`config.mk`:
```
export PLATFORM = sky130hd
export DESIGN_NAME = tower_tag_merge
export DESIGN_NICKNAME = d
export VERILOG_FILES = /design/src/rtl/tower_tag_pkg.sv /design/src/rtl/tower_splitter.sv /design/src/rtl/tower_fifo.sv /design/src/rtl/tower_rr_merge.sv /design/src/rtl/tower_tag_merge.sv
export SDC_FILE = /design/constraint.sdc
export NUM_CORES = 1
export LEC_CHECK = 0
export BUFFER_PORTS_ARGS = -buffer_cell sky130_fd_sc_hd__clkbuf_2
export CAP_MARGIN = 20
export CORE_AREA = 2 2 171 173
export CTS_BUF_LIST = sky130_fd_sc_hd__clkbuf_4
export DETAILED_ROUTE_END_ITERATION = 7
export DIE_AREA = 0 0 173 175
export PLACE_DENSITY_LB_ADDON = 0.25
export SLEW_MARGIN = 20
export SYNTH_ARGS = -nofsm -noshare
export SYNTH_HDL_FRONTEND = slang
export SYNTH_SLANG_ARGS = --single-unit
```
`constraint.sdc`:
```
create_clock -name clk -period 2.92 [get_ports clk]
set_input_delay 0.146 -clock clk [delete_from_list [all_inputs] [get_ports clk]]
set_output_delay 0.146 -clock clk [all_outputs]
set_load 0.02 [all_outputs]
```
`src/rtl/tower_tag_pkg.sv`:
```
package tower_tag_pkg;
    localparam int ENERGY_W  = 20;
    localparam int IDX_W     = 10;
    localparam int BUFN_W    = 2;
    localparam int CABLE_W   = 2;
    localparam int BOARD_W   = 5;
    localparam int SLOTS     = 2;
    localparam int IN_W      = ENERGY_W * SLOTS;
    localparam int N_CH      = 2;
    localparam int REC_W     = ENERGY_W + IDX_W + BUFN_W;

    typedef struct packed {
        logic [ENERGY_W-1:0] energy;
        logic [IDX_W-1:0]    idx;
        logic [BUFN_W-1:0]   bufn;
    } tower_rec_t;
endpackage

```
`src/rtl/tower_splitter.sv`:
```
module tower_splitter
    import tower_tag_pkg::*;
#(
    parameter logic MEZZ = 1'b0
) (
    input  logic                clk,
    input  logic                rst_n,
    input  logic [BOARD_W-1:0]  board_id,
    input  logic                fpga_id,
    input  logic                in_valid,
    output logic                in_ready,
    input  logic [IN_W-1:0]     in_data,
    input  logic [CABLE_W-1:0]  in_cable,
    input  logic [BUFN_W-1:0]   in_bufn,
    input  logic                fifo_full,
    output logic                push,
    output tower_rec_t          push_rec
);
    typedef struct packed {
        logic                hold;
        logic                slot;
        logic [IN_W-1:0]     data;
        logic [CABLE_W-1:0]  cable;
        logic [BUFN_W-1:0]   bufn;
    } split_st_t;

    split_st_t st_d, st_q;
    logic [ENERGY_W-1:0] cur_e;
    logic keep, step;

    always_comb begin
        st_d     = st_q;
        cur_e    = st_q.slot ? st_q.data[IN_W-1:ENERGY_W] : st_q.data[ENERGY_W-1:0];
        keep     = |cur_e;
        step     = st_q.hold && (!keep || !fifo_full);
        push     = st_q.hold && keep && !fifo_full;
        push_rec = '{energy: cur_e,
                     idx:    {board_id, fpga_id, MEZZ, st_q.cable, st_q.slot},
                     bufn:   st_q.bufn};
        in_ready = !st_q.hold;
        if (!st_q.hold) begin
            if (in_valid) begin
                st_d.hold  = 1'b1;
                st_d.slot  = 1'b0;
                st_d.data  = in_data;
                st_d.cable = in_cable;
                st_d.bufn  = in_bufn;
            end
        end else if (step) begin
            if (st_q.slot) st_d.hold = 1'b0;
            else           st_d.slot = 1'b1;
        end
    end

    always_ff @(posedge clk) begin
        if (!rst_n) st_q <= '0;
        else        st_q <= st_d;
    end

    // an offered word waits unchanged until taken (input assumption)
    assert_input_hold_R5: assert property (@(posedge clk) disable iff (!rst_n)
        (in_valid && !in_ready) |=> (in_valid && $stable(in_data) && $stable(in_cable)));
    // after a word is taken, ready drops for at least one cycle
    assert_busy_after_take_R5: assert property (@(posedge clk) disable iff (!rst_n)
        (in_valid && in_ready) |=> !in_ready);
endmodule

```
`src/rtl/tower_fifo.sv`:
```
module tower_fifo #(
    parameter int DEPTH = 4,
    parameter int W     = 32
) (
    input  logic         clk,
    input  logic         rst_n,
    input  logic         push,
    input  logic [W-1:0] din,
    output logic         full,
    input  logic         pop,
    output logic [W-1:0] dout,
    output logic         empty
);
    localparam int AW = $clog2(DEPTH);

    typedef struct packed {
        logic [DEPTH-1:0][W-1:0] mem;
        logic [AW:0]             wp;
        logic [AW:0]             rp;
    } fifo_st_t;

    fifo_st_t st_d, st_q;

    always_comb begin
        st_d  = st_q;
        empty = (st_q.wp == st_q.rp);
        full  = (st_q.wp[AW] != st_q.rp[AW]) && (st_q.wp[AW-1:0] == st_q.rp[AW-1:0]);
        dout  = st_q.mem[st_q.rp[AW-1:0]];
        if (push) begin
            st_d.mem[st_q.wp[AW-1:0]] = din;
            st_d.wp = st_q.wp + 1'b1;
        end
        if (pop) st_d.rp = st_q.rp + 1'b1;
    end

    always_ff @(posedge clk) begin
        if (!rst_n) st_q <= '0;
        else        st_q <= st_d;
    end

    assert_no_overflow_R9: assert property (@(posedge clk) disable iff (!rst_n)
        push |-> !full);
    assert_no_underflow_R9: assert property (@(posedge clk) disable iff (!rst_n)
        pop |-> !empty);
endmodule

```
`src/rtl/tower_rr_merge.sv`:
```
module tower_rr_merge
    import tower_tag_pkg::*;
(
    input  logic              clk,
    input  logic              rst_n,
    input  logic [N_CH-1:0]   empty,
    input  tower_rec_t        head0,
    input  tower_rec_t        head1,
    output logic [N_CH-1:0]   pop,
    output logic              out_valid,
    output logic [REC_W-1:0]  out_word
);
    typedef struct packed {
        logic             last;
        logic             ov;
        logic [REC_W-1:0] ow;
    } merge_st_t;

    merge_st_t st_d, st_q;
    logic [N_CH-1:0] req;

    always_comb begin
        st_d    = st_q;
        req     = ~empty;
        pop     = '0;
        st_d.ov = 1'b0;
        if (req == 2'b11) pop[!st_q.last] = 1'b1;
        else              pop = req;
        if (pop[0]) begin
            st_d.ov = 1'b1; st_d.ow = head0; st_d.last = 1'b0;
        end else if (pop[1]) begin
            st_d.ov = 1'b1; st_d.ow = head1; st_d.last = 1'b1;
        end
        out_valid = st_q.ov;
        out_word  = st_q.ow;
    end

    always_ff @(posedge clk) begin
        if (!rst_n) st_q <= '0;
        else        st_q <= st_d;
    end

    assert_rr_turn0_R6: assert property (@(posedge clk) disable iff (!rst_n)
        (pop[0] && !empty[1]) |=> pop[1]);
    assert_rr_turn1_R6: assert property (@(posedge clk) disable iff (!rst_n)
        (pop[1] && !empty[0]) |=> pop[0]);
    assert_one_grant_R7: assert property (@(posedge clk) disable iff (!rst_n)
        $onehot0(pop));
endmodule

```
`src/rtl/tower_tag_merge.sv`:
```
module tower_tag_merge
    import tower_tag_pkg::*;
#(
    parameter int FIFO_DEPTH = 4
) (
    input  logic                            clk,
    input  logic                            rst_n,
    input  logic [BOARD_W-1:0]              board_id,
    input  logic                            fpga_id,
    input  logic [N_CH-1:0]                 in_valid,
    output logic [N_CH-1:0]                 in_ready,
    input  logic [N_CH-1:0][IN_W-1:0]       in_data,
    input  logic [N_CH-1:0][CABLE_W-1:0]    in_cable,
    input  logic [N_CH-1:0][BUFN_W-1:0]     in_bufn,
    output logic                            out_valid,
    output logic [REC_W-1:0]                out_word
);
    logic [N_CH-1:0] push, full, pop, empty;
    tower_rec_t push_rec [N_CH];
    tower_rec_t head     [N_CH];

    for (genvar c = 0; c < N_CH; c++) begin : g_ch
        tower_splitter #(.MEZZ(c[0])) u_split (
            .clk(clk), .rst_n(rst_n), .board_id(board_id), .fpga_id(fpga_id),
            .in_valid(in_valid[c]), .in_ready(in_ready[c]), .in_data(in_data[c]),
            .in_cable(in_cable[c]), .in_bufn(in_bufn[c]), .fifo_full(full[c]),
            .push(push[c]), .push_rec(push_rec[c]));
        tower_fifo #(.DEPTH(FIFO_DEPTH), .W(REC_W)) u_fifo (
            .clk(clk), .rst_n(rst_n), .push(push[c]), .din(push_rec[c]),
            .full(full[c]), .pop(pop[c]), .dout(head[c]), .empty(empty[c]));
    end

    tower_rr_merge u_merge (
        .clk(clk), .rst_n(rst_n), .empty(empty), .head0(head[0]), .head1(head[1]),
        .pop(pop), .out_valid(out_valid), .out_word(out_word));

    // no zero-energy record ever reaches the output
    assert_no_zero_out_R4: assert property (@(posedge clk) disable iff (!rst_n)
        out_valid |-> (out_word[REC_W-1:REC_W-ENERGY_W] != '0));
    // output index carries the FPGA number (identity held while busy)
    assert_index_fpga_R2: assert property (@(posedge clk) disable iff (!rst_n)
        out_valid |-> (out_word[BUFN_W+4] == fpga_id));
endmodule

```
==> impl_metrics.toml, run 1 <==
[logic_synthesis]
synth-simple-area-share_pct = 13.7
synth_top_family_by_area = "multiplexers"
post_synth.cell_area_avg_um2 = 9.92
synth_cell_types = 53
synth.mux.area_fraction_pct = 26.2
most_common_library_cells_after_synthesis = "nand2_1 (492), dfxtp_1 (390), mux2i_1 (254), a21oi_1 (92), clkbuf_1 (83)"
ys_seq_elements = 390
synth_seq_area_share_pct = 46.3
synth_enable_flop_cells = 0
synth_xor_area_share_pct = 0.468
syn_inst = 1699
synth_area_leader_cell = "dfxtp_1"
synth.net_count = 1807
yosys_warnings = 0
syn-cell-area_mm2 = 0.0169
synth_async_sr_flop_share_pct = 0
cells_taking_the_most_area_after_synthesis = "dfxtp_1 (46%), mux2i_1 (15%), nand2_1 (11%)"
most_instantiated_library_cell_after_synthesis = "nand2_1"
synth_top_flop_cell = "dfxtp_1"
synthAdderAreaFrac_pct = 0.742
synth-compound-area-share_pct = 6.71
synth_top_area_share_pct = 46.3

[clock_tree]
clock_sink_count = 390
root_buffer = "clkbuf_4"
cts-htree-levels = 3
post_cts_gate_resize_count = 0
cts_tree = "done"
postCtsSetupRepairBufs = 0
clkLatencyLatePin_ns = 0.71
cts_inserted_buffers = 97
cts.clk_slew.worst_paths_ns = 0.07
hold_buffers = 103
max-clock-path-buffers = 3

[global_route]
track_usage_pct = 27.2
antenna_found_initial = 2
first_global_vias = 13600
grt_max_degree = 126
grt_first_pass_wirelength_mm = 66.9
grt_remaining_overflow = 0

[floorplan]
die_width_um = 173
core_mm2 = 0.0284
num_io_pins = 133
die-area_mm2 = 0.0303
die-height_um = 175
rows = 62
initial_core_utilization_pct = 59.4

[drt]
detail_route.first_pass.iterations = 5
route.detailed.vias_per_inst = 5.51
drt_first_iter_violations = 1052
route.vias.total = 13000
drt-wirelength-per-cell_um = 17.4
drt_drc_violations_left = 0
antenna_violating_nets_post_route = 0
drt-total-wl_mm = 40.8

[finish]
final_cell_area_mm2 = 0.0197
utilization_pct = 69.4
synthToLayoutAreaGrowth_pct = 16.9
design.final.nets = 2008
layout.filler_cells = 2154
layoutNonFillerInstCount = 2350
post_route_cells_drive_above_1_share_pct = 20.4

[critical_path]
path_cells = "nor4b_1 -> nand4_1 -> a221o_1 -> and3_2 -> o21a_1"
cp_max_fo = 32
end_kind = "register"
critical_path.startpoint_type = "register"
critical_path_required_ns = 3.53
crit_type = "reg -> reg"
critical_path.max_stage_delay_ns = 0.61
slowest_stage = "and3_2"
critical_path_arrival_ns = 3.06

[pwr]
power.total_mw = 13.6
leakagePower_nw = 8.20
power.ir.vdd_worst_mv = 0.661
pwr_density_cell_mw_per_mm2 = 691

[place]
post-dp-hpwl_mm = 25.0
portBuffers = 132
place_ws_ns = 0.519
cell_total_after_placement = 2082
dpl-instance-area_mm2 = 0.0174
gpl.final_weighted_congestion = 0.823

[sta]
unrepaired_setup_endpoints_after_global_routing = "no"
finClkSkew_ns = 0.0302
peak_clock_frequency_supported_by_timing_mhz = 408
timing_max_transition_violations_final = 0
hold_viol = 0
final.period_utilization_pct = 84.0
finalWorstSetupSlack_ns = 0.467
worst_slew_pin_slew_ns = 1.12
tns_ns = 0
finalWorstPathRequiredPeriod_ns = 2.45
relSlewSlack_pct = 25.4
holdWs_ns = 0.216
setup_viol = 0

[run_status]
run_status = "completed"

[flow_run]
max_cap_violations = 0

[worst_hold_path]
holdCritPathClass = "in -> reg"
-- power by group --
group	leakage, nW	internal, mW	total (mW)	switching, mW
Clock	0.744	2.52	4.61	2.09
Sequential	3.17	5.65	5.85	0.206
Combinational	4.29	1.20	3.15	1.95
Total	8.20	9.36	13.6	4.25
-- registers in the layout, indices dropped and copies added, names as in the netlist --
signal and flops:
g_ch.u_split.push_rec 10, u_merge.out_word 32, u_merge.out_valid 1, g_ch.u_split.st_q 82, g_ch.u_fifo.st_q 264, u_merge.st_q 1
-- path summary, 6_finish.rpt --
kind,startpoint,end,slack (ns),cells after the start
setup reg to reg,g_ch[1].u_split.push_rec[2],g_ch[1].u_fifo.st_q[75],0.47,5
setup / recovery,g_ch[1].u_split.push_rec[2],g_ch[1].u_fifo.st_q[75],0.47,5
hold reg to reg,g_ch[1].u_fifo.st_q[131],g_ch[1].u_fifo.st_q[131],0.46,2
hold / removal,in_data[34],g_ch[0].u_split.st_q[38],0.22,4
-- routing by layer --
layer  up-vias  track usage (%)  share of wire [%]
met5         -                0                  0
met4         0             12.1                3.0
met3       101             4.81                4.4
met2       377             46.3                 49
met1      6206             33.9                 44
li1       6267                -                  -
-- logic make-up (layout without fill, tap and decap cells) --
group                      count (synthesis)  in the layout
and+or+nand+nor                          577            577
DFF                                      390            390
muxes                                    358            358
AOI/OAI and AO/OA                        182            182
buffers and inverters                    173            438
adders and majority gates                 10             10
xor gates and xnor gates                   9              9
other                                      0              2
-- final cells by class --
type / instances / area, µm² / area share, %
antenna: 2 / 5.00 / 0.0254
multi-input combinational: 1136 / 8090 / 41.1
inverter: 11 / 41.3 / 0.210
clock inverter: 17 / 143 / 0.724
tap: 384 / 480 / 2.44
timing repair buffer: 264 / 2030 / 10.3
clock buffer: 146 / 1100 / 5.57
sequential: 390 / 7810 / 39.7
-- critical path, delay by kind of cell, from the launching register on --
kind,cells,cell delay (ns)
flops,1,0.38
compound gates,2,0.76
simple gates,3,1.21
-- cell usage in the layout, fill, tap and decap left out, types with 3 or more instances in the layout --
cell type        n
a21oi_1         92
and2_1           3
and3_2           3
buf_12           9
buf_4           20
bufinv_16        3
clkbuf_2       131
clkbuf_4       146
clkinv_1        11
dfxtp_1        388
dlygate4sd3_1  103
ha_1            10
inv_1            8
inv_2            6
mux2_1          40
mux2i_1        254
mux4_2          63
nand2_1        492
nand2b_1         5
nand3_1          4
nor2_1          40
nor3_1           4
nor4_1           9
o2111ai_4        4
o21a_1           6
o21ai_0         33
o22ai_1         31
or4_1            4
xnor2_1          5
xor2_1           4
(Power assumes the default switching activity.)
==> run 2, diff against run 1 <==
--- a/config.mk
+++ b/config.mk
@@ -5,12 +5,13 @@
 export SDC_FILE = /design/constraint.sdc
 export NUM_CORES = 1
 export LEC_CHECK = 0
+export ABC_AREA = 1
 export BUFFER_PORTS_ARGS = -buffer_cell sky130_fd_sc_hd__clkbuf_2
 export CAP_MARGIN = 20
-export CORE_AREA = 2 2 171 173
+export CORE_AREA = 2 2 191 193
 export CTS_BUF_LIST = sky130_fd_sc_hd__clkbuf_4
 export DETAILED_ROUTE_END_ITERATION = 7
-export DIE_AREA = 0 0 173 175
+export DIE_AREA = 0 0 193 195
 export PLACE_DENSITY_LB_ADDON = 0.25
 export SLEW_MARGIN = 20
 export SYNTH_ARGS = -nofsm -noshare
==> constraint.sdc (replaced) <==
create_clock -name clk -period 2.2 [get_ports clk]
set_input_delay 0.11 -clock clk [delete_from_list [all_inputs] [get_ports clk]]
set_output_delay 0.11 -clock clk [all_outputs]
set_load 0.02 [all_outputs]
==> impl_metrics.toml, run 2 <==
[pwr]
pwr_density_cell_mw_per_mm2 = 932
leakagePower_nw = 12.0
power.ir.vdd_worst_mv = 0.701

[critical_path]
cp_max_fo = 30
r2r-start = "g_ch[1].u_split.st_q[45]"
worst-r2r-setup-slack_ns = 0.04
critical_path_required_ns = 2.89
critical_path.startpoint_type = "register"
ff2ff_path_depth = 7
end_kind = "register"
crit_type = "reg -> reg"
reg2reg_to = "g_ch[1].u_split.st_q[31]"
critical_path_arrival_ns = 2.85

[clock_tree]
cts.clk_slew.worst_paths_ns = 0.08
cts_tree = "done"
cts-htree-levels = 3
cts_inserted_buffers = 101
clkLatencyLatePin_ns = 0.82
max-clock-path-buffers = 3
clock_sink_count = 390
root_buffer = "clkbuf_4"

[finish]
largest_register_ffs = 264
layout_commonest_cell = "nand2_1"
post_route_cells_drive_above_1_share_pct = 11.8
utilization_pct = 67.6
layout.filler_cells = 3012
synthToLayoutAreaGrowth_pct = 19.7
design.final.nets = 3545
final_cell_area_mm2 = 0.0239
max_flop_register = "g_ch.u_fifo.st_q"
highest_count_cells_in_the_layout_ignoring_fill_and_taps = "nand2_1 (767), inv_1 (614), nor2_1 (404)"

[logic_synthesis]
synth_top_flop_cell = "dfxtp_1"
yosys_warnings = 0
post_synth.cell_area_avg_um2 = 6.25
ys_seq_elements = 390
syn-cell-area_mm2 = 0.0200
most_common_library_cells_after_synthesis = "nand2_1 (767), inv_1 (619), nor2_1 (409), dfxtp_1 (390), nand4_1 (263)"
most_instantiated_library_cell_after_synthesis = "nand2_1"
synth_enable_flop_cells = 0
synth.net_count = 3309
synth_cell_types = 24
synth_area_leader_cell = "dfxtp_1"
synth_async_sr_flop_share_pct = 0
synth_seq_area_share_pct = 39.0
syn_inst = 3201
synth_top_area_share_pct = 39.0
cells_taking_the_most_area_after_synthesis = "dfxtp_1 (39%), nand2_1 (14%), inv_1 (12%)"

[global_route]
grt_first_pass_wirelength_mm = 101
grt_max_degree = 163
first_global_vias = 19900
antenna_found_initial = 4
grt_remaining_overflow = 0
track_usage_pct = 33.3

[floorplan]
num_io_pins = 133
die_width_um = 193
core_mm2 = 0.0354
rows = 69
die-height_um = 195
die-area_mm2 = 0.0376
initial_core_utilization_pct = 56.5

[worst_hold_path]
holdCritPathClass = "in -> reg"
hold_path_startpoint = "in_data[6]"
min_delay_worst_endpoint = "g_ch[0].u_split.st_q[10]"
whs_path_depth = 4

[sta]
final.period_utilization_pct = 98.0
setup_viol = 0
timing_max_transition_violations_final = 0
relSlewSlack_pct = 42.7
finClkSkew_ns = 0.0533
peak_clock_frequency_supported_by_timing_mhz = 464
finalWorstSetupSlack_ns = 0.0440
worst_slew_pin_slew_ns = 0.858
hold_viol = 0
finalWorstPathRequiredPeriod_ns = 2.16

[drt]
drt-total-wl_mm = 63.3
drt_first_iter_violations = 2116
drt_drc_violations_left = 0
route.detailed.vias_per_inst = 5.35
detail_route.first_pass.iterations = 6
drt-wirelength-per-cell_um = 16.0
antenna_violating_nets_post_route = 0
route.vias.total = 21200

[flow_run]
max_cap_violations = 0

[place]
gpl.final_weighted_congestion = 0.877
portBuffers = 132
dpl-instance-area_mm2 = 0.0210
post-dp-hpwl_mm = 36.0
place_ws_ns = 0.0474

[run_status]
run_status = "completed"
run 2: cells by family (layout without fill, tap and decap cells):
family / after synthesis / in the layout / share of synthesized area, %
XOR/XNOR: 9 / 9 / 0.394
buffers and inverters: 884 / 1186 / 17.8
AND/OR/NAND/NOR: 1508 / 1508 / 32.1
other: 0 / 3 / 0
flip-flops: 390 / 390 / 39.0
adder cells (fa/ha/maj): 10 / 10 / 0.626
AO/OA/AOI/OAI: 400 / 400 / 10.1
run 2: report_power, final:
group | switching, mW | leakage (nW) | internal [mW]
Clock | 3.05 | 0.748 | 3.19
Sequential | 0.487 | 3.19 | 7.79
Combinational | 5.24 | 8.07 | 2.54
run 2: timing repair:
action                                 CTS  global route
buffers inserted                         0             1
endpoints found under the hold margin  359             0
gates resized for setup                  0            20
hold buffers                           162             0
setup endpoints to repair                0           161
run 2: worst max-delay path by stage:
stage / startpoint / end / cells past startpoint
floorplan: g_ch[1].u_split.push_rec[2] / g_ch[1].u_fifo.st_q[124] / 14
global placement: g_ch[1].u_split.push_rec[2] / g_ch[1].u_fifo.st_q[31] / 12
detailed placement: g_ch[1].u_split.push_rec[2] / g_ch[1].u_fifo.st_q[31] / 12
CTS: g_ch[1].u_split.push_rec[2] / g_ch[1].u_fifo.st_q[31] / 12
global route: g_ch[0].u_split.st_q[45] / g_ch[0].u_split.st_q[18] / 5
finish: g_ch[1].u_split.st_q[45] / g_ch[1].u_split.st_q[31] / 7
run 2: metrics by stage:
step | setup TNS (ns) | power [mW] | hold WS [ns] | cells
final | 0 | 22.3 | 0.0906 | 3967
after global routing | -0.0193 | 23.5 | 0.106 | 3967
after CTS | 0 | 22.0 | 0.0350 | 3963
after detailed placement | 0 | 15.7 | 0.338 | 3632
after global placement | 0 | 15.5 | 0.332 | 3632
after floorplan | 0 | 13.4 | 0.245 | 3201
run 2: worst max-delay path, stage by stage, from the launching register on:
cell and delay [ns]:
dfxtp_4 0.37, nor2_4 0.13, inv_2 0.08, buf_12 0.17, nor2_2 0.11, dlygate4sd3_1 0.57
nor2_1 0.05, dlygate4sd3_1 0.56
run 2: metal layers:
metal	vias to the layer above	routed length [µm]	track usage [%]
met5	-	13	0
met4	2	2120	14.5
met3	171	6450	6.79
met2	1170	28700	53.1
met1	9537	26100	43.6
li1	10300	-	-
run 2: final cells by class:
cell class / count / area (µm²) / share of cell area (%)
antenna: 3 / 7.51 / 0.0314
clock buffer: 157 / 1180 / 4.92
multi-input combinational: 1927 / 8680 / 36.3
clock inverter: 12 / 48.8 / 0.204
timing repair buffer: 393 / 3290 / 13.7
inverter: 624 / 2350 / 9.81
tap: 461 / 577 / 2.41
sequential: 390 / 7810 / 32.6
==> run 3, diff against run 2 <==
--- a/config.mk
+++ b/config.mk
@@ -8,10 +8,14 @@
 export ABC_AREA = 1
 export BUFFER_PORTS_ARGS = -buffer_cell sky130_fd_sc_hd__clkbuf_2
 export CAP_MARGIN = 20
-export CORE_AREA = 2 2 191 193
+export CELL_PAD_IN_SITES_DETAIL_PLACEMENT = 1
+export CELL_PAD_IN_SITES_GLOBAL_PLACEMENT = 1
+export CORE_AREA = 2 2 227 229
 export CTS_BUF_LIST = sky130_fd_sc_hd__clkbuf_4
+export CTS_CLUSTER_DIAMETER = 100
 export DETAILED_ROUTE_END_ITERATION = 7
-export DIE_AREA = 0 0 193 195
+export DIE_AREA = 0 0 229 231
+export HOLD_SLACK_MARGIN = 0.15
 export PLACE_DENSITY_LB_ADDON = 0.25
 export SLEW_MARGIN = 20
 export SYNTH_ARGS = -nofsm -noshare
==> impl_metrics.toml, run 3 (synthesis gave the netlist of run 2 again) <==
[pwr]
pwr_density_cell_mw_per_mm2 = 940
p_int_mw = 14.4
power.ir.vdd_worst_mv = 0.463
power.total_mw = 24.8
leakagePower_nw = 12.9
clock_share_of_power_pct = 30.1
p_comb_share_pct = 36.0
power.share.switching_pct = 41.9
share_seq_of_total_power_pct = 33.9
netSwitchingPower_mw = 10.4

[finish]
highest_count_cells_in_the_layout_ignoring_fill_and_taps = "nand2_1 (757), inv_1 (615), nor2_1 (395)"
layout.filler_cells = 6765
synthToLayoutAreaGrowth_pct = 31.6
largest_register_ffs = 264
layout_commonest_cell = "nand2_1"
post_route_cells_drive_above_1_share_pct = 13.5
max_flop_register = "g_ch.u_fifo.st_q"
design.final.nets = 3702

[place]
post-dp-hpwl_mm = 45.3
portBuffers = 132
gpl.final_weighted_congestion = 0.842

[sta]
finalWorstPathRequiredPeriod_ns = 2.35
finClkSkew_ns = 0.111
setup_viol = 113
peak_clock_frequency_supported_by_timing_mhz = 426
finalWorstSetupSlack_ns = -0.149
timing_max_transition_violations_final = 0
relSlewSlack_pct = 62.0
final.period_utilization_pct = 107
holdWs_ns = 0.244
tns_ns = -4.57
worst_slew_pin_slew_ns = 0.569
hold_viol = 0

[floorplan]
core_mm2 = 0.0507
die_width_um = 229
die-area_mm2 = 0.0529
die-height_um = 231
num_io_pins = 133
rows = 83
initial_core_utilization_pct = 39.5

[global_route]
first_global_vias = 24100
track_usage_pct = 31.7
grt_remaining_overflow = 0
grt_max_degree = 85
grt_first_pass_wirelength_mm = 133
antenna_found_initial = 5

[drt]
drt-total-wl_mm = 96.1
antenna_violating_nets_post_route = 0
drt-wirelength-per-cell_um = 22.0
detail_route.first_pass.iterations = 6
drt_first_iter_violations = 2394
route.vias.total = 24100
drt_drc_violations_left = 0
route.detailed.vias_per_inst = 5.53

[flow_run]
max_cap_violations = 0

[worst_hold_path]
holdCritPathClass = "in -> reg"

[clock_tree]
max-clock-path-buffers = 3
root_buffer = "clkbuf_4"
cts.clk_slew.worst_paths_ns = 0.07
cts_inserted_buffers = 111
clock_sink_count = 390
clkLatencyLatePin_ns = 0.92
cts_tree = "done"
cts-htree-levels = 3

[critical_path]
critical_path_arrival_ns = 3.13
crit_type = "reg -> reg"
end_kind = "register"
cp_max_fo = 27
critical_path.startpoint_type = "register"
critical_path_required_ns = 2.98

[run_status]
run_status = "complete, but fails checks"
violations = "negative setup slack"
==> run 3: cell types whose count changed in the layout (fill, tap and decap cells not counted), moves of 6 or more <==
cell,before,now
dlygate4sd3_1,160,273
clkbuf_4,157,181
clkbuf_16,1,11
nand2_1,767,757
nand2_2,0,10
buf_12,18,27
nor2_1,404,395
clkinv_1,10,17
buf_4,78,84
nand3_4,2,8
==> run 3: final cells by class <==
class                      instances  area (µm²)  area share [%]
tap                              680         851            3.23
timing repair inverter             1        7.51          0.0285
clock buffer                     181        1360            5.16
timing repair buffer             538        5010            19.0
sequential                       390        7820            29.7
clock inverter                    18        93.8           0.356
antenna                            3        7.51          0.0285
multi-input combinational       1928        8830            33.5
inverter                         624        2350            8.94
==> run 3: layer usage <==
| metal | track usage, % | routed length [µm] |
|---|---|---|
| met2 | 52.3 | 43600 |
| met5 | 0 | 30 |
| met3 | 5.77 | 8520 |
| met4 | 14.9 | 5790 |
| met1 | 40.0 | 38200 |
==> run 3: critical path, stage by stage, from the launching register on <==
cell and delay [ns]:
dfxtp_4 0.36, buf_4 0.19, nand2_1 0.18, nand2_2 0.12
nor2_2 0.18, nand2_2 0.12, nor2_4 0.19, nand3_4 0.19
buf_4 0.22, clkbuf_16 0.20, nand4_1 0.11, nand2_1 0.08
nor2_1 0.13
==> run 3: repair_timing <==
action | CTS | global route
hold buffers | 273 | 0
hold endpoints to repair | 390 | 0
gates resized for setup | 0 | 73
endpoints found under the setup margin | 0 | 301
buffers inserted | 0 | 13
==> run 3: final timing paths <==
check,start,endpoint,slack [ns],depth (start not counted)
worst max-delay path,g_ch[0].u_split.push_rec[2],g_ch[0].u_fifo.st_q[50],-0.15,12
worst min-delay path,in_bufn[1],g_ch[0].u_split.push_rec[1],0.24,4
worst max register to register,g_ch[0].u_split.push_rec[2],g_ch[0].u_fifo.st_q[50],-0.15,12
worst min register to register,g_ch[1].u_fifo.st_q[107],g_ch[1].u_fifo.st_q[107],0.45,2
==> run 3: power groups by stage <==
stage | clock (mW) | sequential (mW) | combinational (mW)
3_3_place_gp | 0 | 8.40 | 7.48
4_1_cts | 7.26 | 8.28 | 8.14
6_report | 7.45 | 8.39 | 8.92
5_1_grt | 7.84 | 8.42 | 9.59
3_5_place_dp | 0 | 8.43 | 7.69
2_1_floorplan | 0 | 8.19 | 5.17
==> run 3: through the flow <==
step / instances / worst slack, ns / instance area [µm²] / utilization (%)
after CTS: 4334 / 0.0489 / 25600 / 50.6
final: 4363 / -0.149 / 26300 / 52.0
after detailed placement: 3862 / 0.0557 / 21500 / 42.3
after global routing: 4363 / -0.128 / 26300 / 52.0
after global placement: 3862 / 0.159 / 21500 / 42.3
after floorplan: 3201 / 0.467 / 20000 / -
